--- config.mk ---
export PLATFORM = sky130hd
export DESIGN_NAME = segdac_decoder
export DESIGN_NICKNAME = d
export VERILOG_FILES = /design/src/rtl/segdac_pkg.sv /design/src/rtl/segdac_therm_dec.sv /design/src/rtl/segdac_capture.sv /design/src/rtl/segdac_align.sv /design/src/rtl/segdac_decoder.sv
export SDC_FILE = /design/constraint.sdc
export NUM_CORES = 1
export LEC_CHECK = 0
export BUFFER_PORTS_ARGS = -buffer_cell sky130_fd_sc_hd__buf_4
export CAP_MARGIN = 5
export CORE_MARGIN = 4
export CORE_UTILIZATION = 50
export DETAILED_ROUTE_END_ITERATION = 10
export GPL_TIMING_DRIVEN = 0
export PLACE_DENSITY = 0.81
export SYNTH_ARGS = -nofsm -noshare
export SYNTH_HDL_FRONTEND = slang
export SYNTH_SLANG_ARGS = --single-unit
export TNS_END_PERCENT = 100
--- constraint.sdc ---
create_clock -name clk -period 2.8 [get_ports clk]
set_input_delay 0.14 -clock clk [delete_from_list [all_inputs] [get_ports clk]]
set_output_delay 0.14 -clock clk [all_outputs]
set_load 0.1 [all_outputs]
--- src/rtl/segdac_pkg.sv ---
package segdac_pkg;
    localparam int unsigned SEG_W_DEF  = 5;
    localparam int unsigned BIN_W_DEF  = 5;
    localparam int unsigned FINE_W_DEF = 2;
endpackage

--- src/rtl/segdac_therm_dec.sv ---
module segdac_therm_dec #(
    parameter int unsigned SEG_W = 5,
    parameter int unsigned LINES = (1 << SEG_W) - 1
) (
    input  logic [SEG_W-1:0] code_i,
    output logic [LINES-1:0] therm_o
);
    for (genvar k = 0; k < LINES; k++) begin : g_line
        assign therm_o[k] = (code_i > SEG_W'(k));
    end
endmodule

--- src/rtl/segdac_capture.sv ---
module segdac_capture #(
    parameter int unsigned DATA_W = 12
) (
    input  logic              clk,
    input  logic              rst_n,
    input  logic [DATA_W-1:0] sample_i,
    output logic [DATA_W-1:0] word_o
);
    logic [DATA_W-1:0] word_d, word_q;

    always_comb begin
        word_d = sample_i;
        if (!rst_n) begin
            word_d = '0;
        end
    end

    always_ff @(posedge clk) begin
        word_q <= word_d;
    end

    assign word_o = word_q;
endmodule

--- src/rtl/segdac_align.sv ---
module segdac_align #(
    parameter int unsigned LINES  = 31,
    parameter int unsigned BIN_W  = 5,
    parameter int unsigned FINE_W = 2
) (
    input  logic              clk,
    input  logic              rst_n,
    input  logic              sleep_i,
    input  logic [LINES-1:0]  therm_i,
    input  logic [BIN_W-1:0]  bin_i,
    input  logic [FINE_W-1:0] fine_i,
    output logic [LINES-1:0]  therm_o,
    output logic [BIN_W-1:0]  bin_o,
    output logic [FINE_W-1:0] fine_o
);
    typedef struct packed {
        logic [LINES-1:0]  therm;
        logic [BIN_W-1:0]  bin;
        logic [FINE_W-1:0] fine;
    } sw_t;

    sw_t sw_d, sw_q;

    always_comb begin
        sw_d.therm = therm_i;
        sw_d.bin   = bin_i;
        sw_d.fine  = fine_i;
        if (!rst_n || sleep_i) begin
            sw_d = '0;
        end
    end

    // second phase: inverse of the capture clock
    always_ff @(negedge clk) begin
        sw_q <= sw_d;
    end

    assign therm_o = sw_q.therm;
    assign bin_o   = sw_q.bin;
    assign fine_o  = sw_q.fine;
endmodule

--- src/rtl/segdac_decoder.sv ---
module segdac_decoder
    import segdac_pkg::*;
#(
    parameter int unsigned SEG_W  = SEG_W_DEF,
    parameter int unsigned BIN_W  = BIN_W_DEF,
    parameter int unsigned FINE_W = FINE_W_DEF,
    parameter int unsigned DATA_W = SEG_W + BIN_W + FINE_W,
    parameter int unsigned LINES  = (1 << SEG_W) - 1
) (
    input  logic              clk,
    input  logic              rst_n,
    input  logic              sleep,
    input  logic [DATA_W-1:0] sample,
    output logic [LINES-1:0]  therm_en,
    output logic [BIN_W-1:0]  bin_en,
    output logic [FINE_W-1:0] fine_en
);
    localparam int unsigned SEG_LO = BIN_W + FINE_W;

    logic [DATA_W-1:0] word;
    logic [LINES-1:0]  therm_dec;

    segdac_capture #(.DATA_W(DATA_W)) u_cap (
        .clk      (clk),
        .rst_n    (rst_n),
        .sample_i (sample),
        .word_o   (word)
    );

    segdac_therm_dec #(.SEG_W(SEG_W), .LINES(LINES)) u_dec (
        .code_i  (word[DATA_W-1:SEG_LO]),
        .therm_o (therm_dec)
    );

    segdac_align #(.LINES(LINES), .BIN_W(BIN_W), .FINE_W(FINE_W)) u_align (
        .clk     (clk),
        .rst_n   (rst_n),
        .sleep_i (sleep),
        .therm_i (therm_dec),
        .bin_i   (word[SEG_LO-1:FINE_W]),
        .fine_i  (word[FINE_W-1:0]),
        .therm_o (therm_en),
        .bin_o   (bin_en),
        .fine_o  (fine_en)
    );
endmodule

==> results of run 1 <==
-- per-stage QoR --
| step | worst slack, ns | hold slack [ns] | area, um2 |
|---|---|---|---|
| after floorplan | 0.3510 | 0.2617 | 1430 |
| after global placement | 0.3474 | 0.3474 | 1859 |
| after detailed placement | 0.3293 | 0.3520 | 1859 |
| after CTS | 0.2076 | 0.0001687 | 2188 |
| after global routing | 0.1476 | 0.5026 | 2198 |
| final | 0.1871 | 0.5116 | 2198 |
-- power by group through the flow --
stage	logic [W]	clock network, W	registers [W]
CTS	0.000207	0.000551	0.000746
detailed placement	0.000193	0.0000850	0.000760
finish	0.000210	0.000539	0.000746
global placement	0.000190	0.0000850	0.000758
global route	0.000221	0.000635	0.000746
floorplan	0.0000379	0.0000850	0.000864
-- layer usage --
layer | up-vias | GRT usage | share of wire
li1 | 637 | - | -
met1 | 557 | 0.1854 | 0.36
met2 | 58 | 0.3587 | 0.54
met3 | 6 | 0.1237 | 0.088
met4 | 0 | 0.06970 | 0.012
met5 | - | 0 | 0
-- worst register-to-register path: stages, from the launching register on --
cell,delay [ns]
dfxtp_1,0.33
buf_2,0.19
nand2_1,0.16
a311oi_1,0.36
-- final timing paths --
path	end	start
hold reg to reg	u_align.bin_o[1]	u_cap.word_o[3]
setup / recovery	u_align.therm_o[14]	rst_n
setup reg to reg	u_align.therm_o[10]	u_cap.word_o[8]
hold / removal	u_cap.word_o[3]	sample[3]
-- Yosys cell counts --
cell	number	area, um2
and2_1	19	118.9
a311oi_1	1	8.760
dfxtp_1	50	1001
inv_1	6	22.52
nor2_1	11	41.29
buf_2	4	20.02
buf_6	1	11.26
o21ai_0	5	25.02
and2b_1	1	7.510
or2b_1	1	7.510
nand2_2	1	6.260
nand3_1	4	20.02
nand2_1	4	15.01
o31ai_1	1	7.510
nor3_1	4	20.02
buf_4	1	7.510
a21oi_2	3	26.28
a21oi_1	12	60.06
clkbuf_1	1	3.750
-- repair_timing --
| item | 4_1_cts | 5_1_grt |
|---|---|---|
| hold buffers | 13 | 1 |
| hold endpoints to repair | 12 | 1 |
| setup buffers | 0 | 0 |
-- kinds of logic (layout without fill, tap and decap cells) --
family,Yosys count,in the layout,synth area share
AOI/OAI and AO/OA,22,22,0.08924
and+or+nand+nor,45,45,0.1654
DFF,50,50,0.6999
buffers and inverters,13,124,0.04549
-- area by class of cell --
cell class	count	area, um2	area share
multi-input combinational	67	364.1	0.1656
sequential	50	1001	0.4553
clock buffer	5	37.54	0.01707
clock inverter	41	165.2	0.07513
tap	31	38.79	0.01764
inverter	5	18.77	0.008537
buffer	7	42.54	0.01935
timing repair buffer	66	530.5	0.2413
-- flip-flops by register name, indices dropped and copies added, names as in the netlist --
register	flops
u_align.therm_o	31
u_cap.word_o	12
u_align.fine_o	2
u_align.bin_o	5
==> impl_results.md, run 1 <==
- Status: complete, no violations
- Combinational share of power: 0.141
- Share of the yosys chip area belonging to registers: 0.6999
- Crit path buffers/inverters: 4
- Root buffer cell: clkbuf_4
- Detailed-route via count: 1258
- I/O Buffers: 52
- Number of H-tree levels: 2
- Synthesized flop and latch total: 50
- Slew @ Worst Pin: 0.4104 ns
- Die X: 61.48 um
- Layout cells sized above 1: 0.2905
- DIE AREA: 0.003780 mm2
- Synthesized instance count: 130
- Total wire length: 3345 um
- Total congestion overflow: 0
- Distinct cells, synth: 19
- GRT Total Usage: 0.2007
- Crit Path Class: in2reg
- Starting Density: 0.5231
- Core area: 0.002734 mm2
- Peak VDD IR: 0.6553 mV
- Required time worst endpoint: 1.69 ns
- Maximum fanout along the worst path: 10
- Final cell count without fillers: 272
- Number of cells on the critical path: 7
- Inserted Diodes: 0
- Clock-pin slew on the worst setup and hold paths: 0.15 ns
- Flop2flop setup slack: 0.31 ns
- Initial antenna violation count: 0
- Final clock skew: 0.06841 ns
- Syn Nets: 145
- Slowest cell on crit path: dlygate4sd3_1
- Crit path capture type: flop
- CTS tree: done
- CP delay by family, top: buffers and inverters
- Number of global-route vias before repair: 1291
- Worst path cell trace: dlygate4sd3_1, buf_4, and2b_1, buf_4, nand2_2, buf_6, o21ai_0
- Wirelength per Cell: 12.30 um
- Final Hold Fails: 0
- DRT Pass-1 Iters: 7
- Final HPWL DP: 2100 um
- Mean Syn Cell Area: 11.00 um2
- Largest net degree at the start of global routing: 16
- TNS Setup: 0 ns
- Max Buffers Root-to-Sink: 2
- Global-route wire length before repair: 5444 um
- Hold path cells: 3
- Reg power frac: 0.499
- Synth Warn #: 0
- CTS buffer count: 5
- Reg2Reg Depth: 3
- Headroom to the max-slew limit: 0.7243
- Max-cap check violation count: 0
- Final setup vio count: 0
- Switch Pwr: 0.0005279 W
- Final Util: 0.8041
- Layout area overhead: 53.72%
- Sink Count: 50
- Most frequent cells in the layout: buf_4, dfxtp_1, inv_1
- GPL Wtd Cong: 0.8641
- Commonest non-fill, non-tap cell in the layout: buf_4
- # placed instances: 213
- Pleak: 1.154 nW
- Slew Viols, Final: 0
- Power Density: 680.1 mW/mm2
- Most used cell, CP: buf_4
- Synthesized area: 0.001430 mm2
- Num rows: 19
- Die H: 61.48 um
- Cts repair resizes: 0
- DRC: 0
- Initial DRC count: 46
- Crit-path max cell delay: 0.54 ns
- Worst hold path type: in2reg
- Final Power: 0.001495 W
- Switch share: 0.3530
- I/O pin count: 53
- Worst skew pair latency: 0.44 ns
- CP arrival: 1.51 ns
- Filler cells: 166
- Internal power: 0.0009673 W
- Startpoint types: primary input
- Vias/cell: 4.625
- Clock Power Share: 0.360
- RSZ-0062 raised after global routing: no
- ANT nets after route: 0
- Nets: 255
No activity file was read; power rests on OpenSTA's default activity.
==> run 2: changes to the inputs <==
--- a/config.mk
+++ b/config.mk
@@ -9,9 +9,12 @@
 export CAP_MARGIN = 5
 export CORE_MARGIN = 4
 export CORE_UTILIZATION = 50
+export CTS_BUF_LIST = sky130_fd_sc_hd__clkbuf_4
 export DETAILED_ROUTE_END_ITERATION = 10
 export GPL_TIMING_DRIVEN = 0
+export HOLD_SLACK_MARGIN = 0.12
 export PLACE_DENSITY = 0.81
+export SLEW_MARGIN = 5
 export SYNTH_ARGS = -nofsm -noshare
 export SYNTH_HDL_FRONTEND = slang
 export SYNTH_SLANG_ARGS = --single-unit
==> run 2 against run 1 <==
- global-route usage fell by 0.087 points
- non-clock buffer count is the same
- register-to-register slack about the same
- via count rose by 1.4%
- core utilization unchanged
- flip-flop and latch count unchanged
- combinational power is essentially flat
- die area stayed put
- routed wire length shrank 1.2%
- final cell count unchanged
==> impl_results.md, run 2 (synthesis gave the netlist of run 1 again) <==
- Commonest non-fill, non-tap cell in the layout: buf_4
- Number of global-route vias before repair: 1298 (+0.54%)
- CP delay by family, top: flip-flops
- GPL Wtd Cong: 0.8641 (unchanged)
- CP arrival: 2.46 ns (+0.95 ns)
- Final Util: 0.8041 (unchanged)
- Layout area overhead: 53.72% (unchanged)
- Switch share: 0.3549 (+0.001900)
- Wirelength per Cell: 12.15 um (-1.2%)
- Slowest cell on crit path: dfxtp_1
- Slew Viols, Final: 0 (unchanged)
- Switch Pwr: 0.0005323 W (+0.83%)
- Worst hold path type: in2reg
- Slew @ Worst Pin: 0.4109 ns (+0.0004985 ns)
- Detailed-route via count: 1276 (+1.4%)
- Cts repair resizes: 0 (unchanged)
- Initial DRC count: 47 (+2.2%)
- Root buffer cell: clkbuf_4
- Worst skew pair latency: 0.45 ns (about the same)
- Crit path buffers/inverters: 1 (-3)
- GRT Total Usage: 0.1998 (-0.0008651)
- Total congestion overflow: 0 (unchanged)
- Final Hold Fails: 0 (unchanged)
- Worst r2r src: u_cap.word_o[8]
- Headroom to the max-slew limit: 0.7239 (about the same)
- Setup crit start: u_align.bin_o[0]
- Initial antenna violation count: 0 (unchanged)
- Power Density: 682.1 mW/mm2 (+0.29%)
- Global-route wire length before repair: 5451 um (+0.13%)
- Crit Path Class: reg2out
- Number of H-tree levels: 2 (unchanged)
- Status: complete, no violations
- DRC: 0 (unchanged)
- Peak VDD IR: 0.6638 mV (+1.3%)
- Total wire length: 3304 um (-1.2%)
- Num rows: 19 (unchanged)
- Worst path cell trace: buf_4
- Largest register FFs: 31 (unchanged)
- CTS tree: done
- Reg power frac: 0.498 (about the same)
- Most frequent cells in the layout: buf_4, dfxtp_1, inv_1
- Required time worst endpoint: 2.66 ns (+0.97 ns)
- DRT Pass-1 Iters: 6 (-1)
- Post-CTS Setup Repair Bufs: 0 (unchanged)
- Crit-path max cell delay: 0.32 ns (-0.22 ns)
- ANT nets after route: 0 (unchanged)
- Pleak: 1.155 nW (+0.12%)
- I/O pin count: 53 (unchanged)
- Final setup vio count: 0 (unchanged)
- Reg area: 0.001001 mm2 (unchanged)
- Largest net degree at the start of global routing: 16 (unchanged)
- Final cell count without fillers: 272 (unchanged)
- DIE AREA: 0.003780 mm2 (unchanged)
- Crit path capture type: output port
- Max-cap check violation count: 0 (unchanged)
- Filler cells: 162 (-2.4%)
- Area of the multi-input gates: 364.1 um2 (unchanged)
- Clock Power Share: 0.363 (+0.003)
- TNS Setup: 0 ns (unchanged)
- Vias/cell: 4.691 (+1.4%)
- Starting Density: 0.5231 (unchanged)
- Combinational share of power: 0.140 (about the same)
- Internal power: 0.0009673 W (about the same)
- Clock-pin slew on the worst setup and hold paths: 0.15 ns (about the same)
- Maximum fanout along the worst path: 1 (-9)
- Nets: 255 (unchanged)
- Layout cells sized above 1: 0.2905 (unchanged)
- Worst Min Path Start: rst_n
- RSZ-0062 raised after global routing: no
- Max Buffers Root-to-Sink: 2 (unchanged)
- Flop2flop setup slack: 0.30 ns (about the same)
- I/O Buffers: 52 (unchanged)
- Startpoint types: flop
- # placed instances: 213 (unchanged)
- Die H: 61.48 um (unchanged)
- Core area: 0.002734 mm2 (unchanged)
- Sink Count: 50 (unchanged)
- Die X: 61.48 um (unchanged)
- Inserted Diodes: 0 (unchanged)
- CTS buffer count: 5 (unchanged)
- Reg2reg end: u_align.therm_o[10]
- Hold path cells: 3 (unchanged)
- Reg2Reg Depth: 3 (unchanged)
- Final clock skew: 0.07045 ns (+0.002045 ns)
- Worst hold endpoint: u_cap.word_o[7]
- Final HPWL DP: 2100 um (unchanged)
[run 2: cell counts in the layout (fill, tap and decap cells not counted)]
Identical to the previous run, type by type.
[run 2: metrics by stage]
stage | setup WS (ns) | total power [W] | cell area, um2 | hold slack [ns]
final | 0.1993 | 0.001500 | 2198 | 0.2500
after global routing | 0.1432 | 0.001609 | 2198 | 0.2591
after CTS | 0.2076 | 0.001505 | 2198 | 0.2436
after detailed placement | 0.3293 | 0.001037 | 1859 | 0.3520
after global placement | 0.3474 | 0.001033 | 1859 | 0.3474
after floorplan | 0.3510 | 0.0009872 | 1430 | 0.2617
[run 2: power groups by stage]
stage | sequential [W] | clock (W) | combinational, W
3_5_place_dp | 0.000760 | 0.0000850 | 0.000193
4_1_cts | 0.000746 | 0.000551 | 0.000208
3_3_place_gp | 0.000758 | 0.0000850 | 0.000190
2_1_floorplan | 0.000864 | 0.0000850 | 0.0000379
6_report | 0.000746 | 0.000544 | 0.000210
5_1_grt | 0.000746 | 0.000642 | 0.000220
[run 2: how the worst max path moves through the flow]
| stage | depth (start not counted) | to |
|---|---|---|
| after floorplan | 0 | bin_en[0] |
| after global placement | 6 | u_align.therm_o[12] |
| after detailed placement | 3 | u_align.therm_o[2] |
| after CTS | 1 | therm_en[0] |
| after global routing | 1 | bin_en[0] |
| final | 1 | bin_en[0] |
[run 2: worst reg2reg max path: stages, from the launching register on]
cell      delay [ns]
dfxtp_1         0.33
buf_2           0.18
nand2_1         0.16
a311oi_1        0.36
[run 2: what timing repair did]
| item | in CTS | in global routing |
|---|---|---|
| endpoints found under the hold margin | 12 | 0 |
| endpoints found under the setup margin | 0 | 0 |
| hold buffers | 14 | 0 |
[run 2: layout make-up]
type,instances,area share
Buffer,7,0.01935
Sequential cell,50,0.4553
Timing Repair Buffer,66,0.2413
Clock buffer,5,0.01707
Tap cell,31,0.01764
Inverter,5,0.008537
Multi-Input combinational cell,67,0.1656
Clock inverter,41,0.07513
[run 2: per-layer routing]
metal  track usage  vias up  routed length [um]
li1              -      638                   -
met4       0.07576        0                  62
met2        0.3468       68                1744
met1        0.1880      560                1142
met5             0        -                   0
met3        0.1279       10                 355
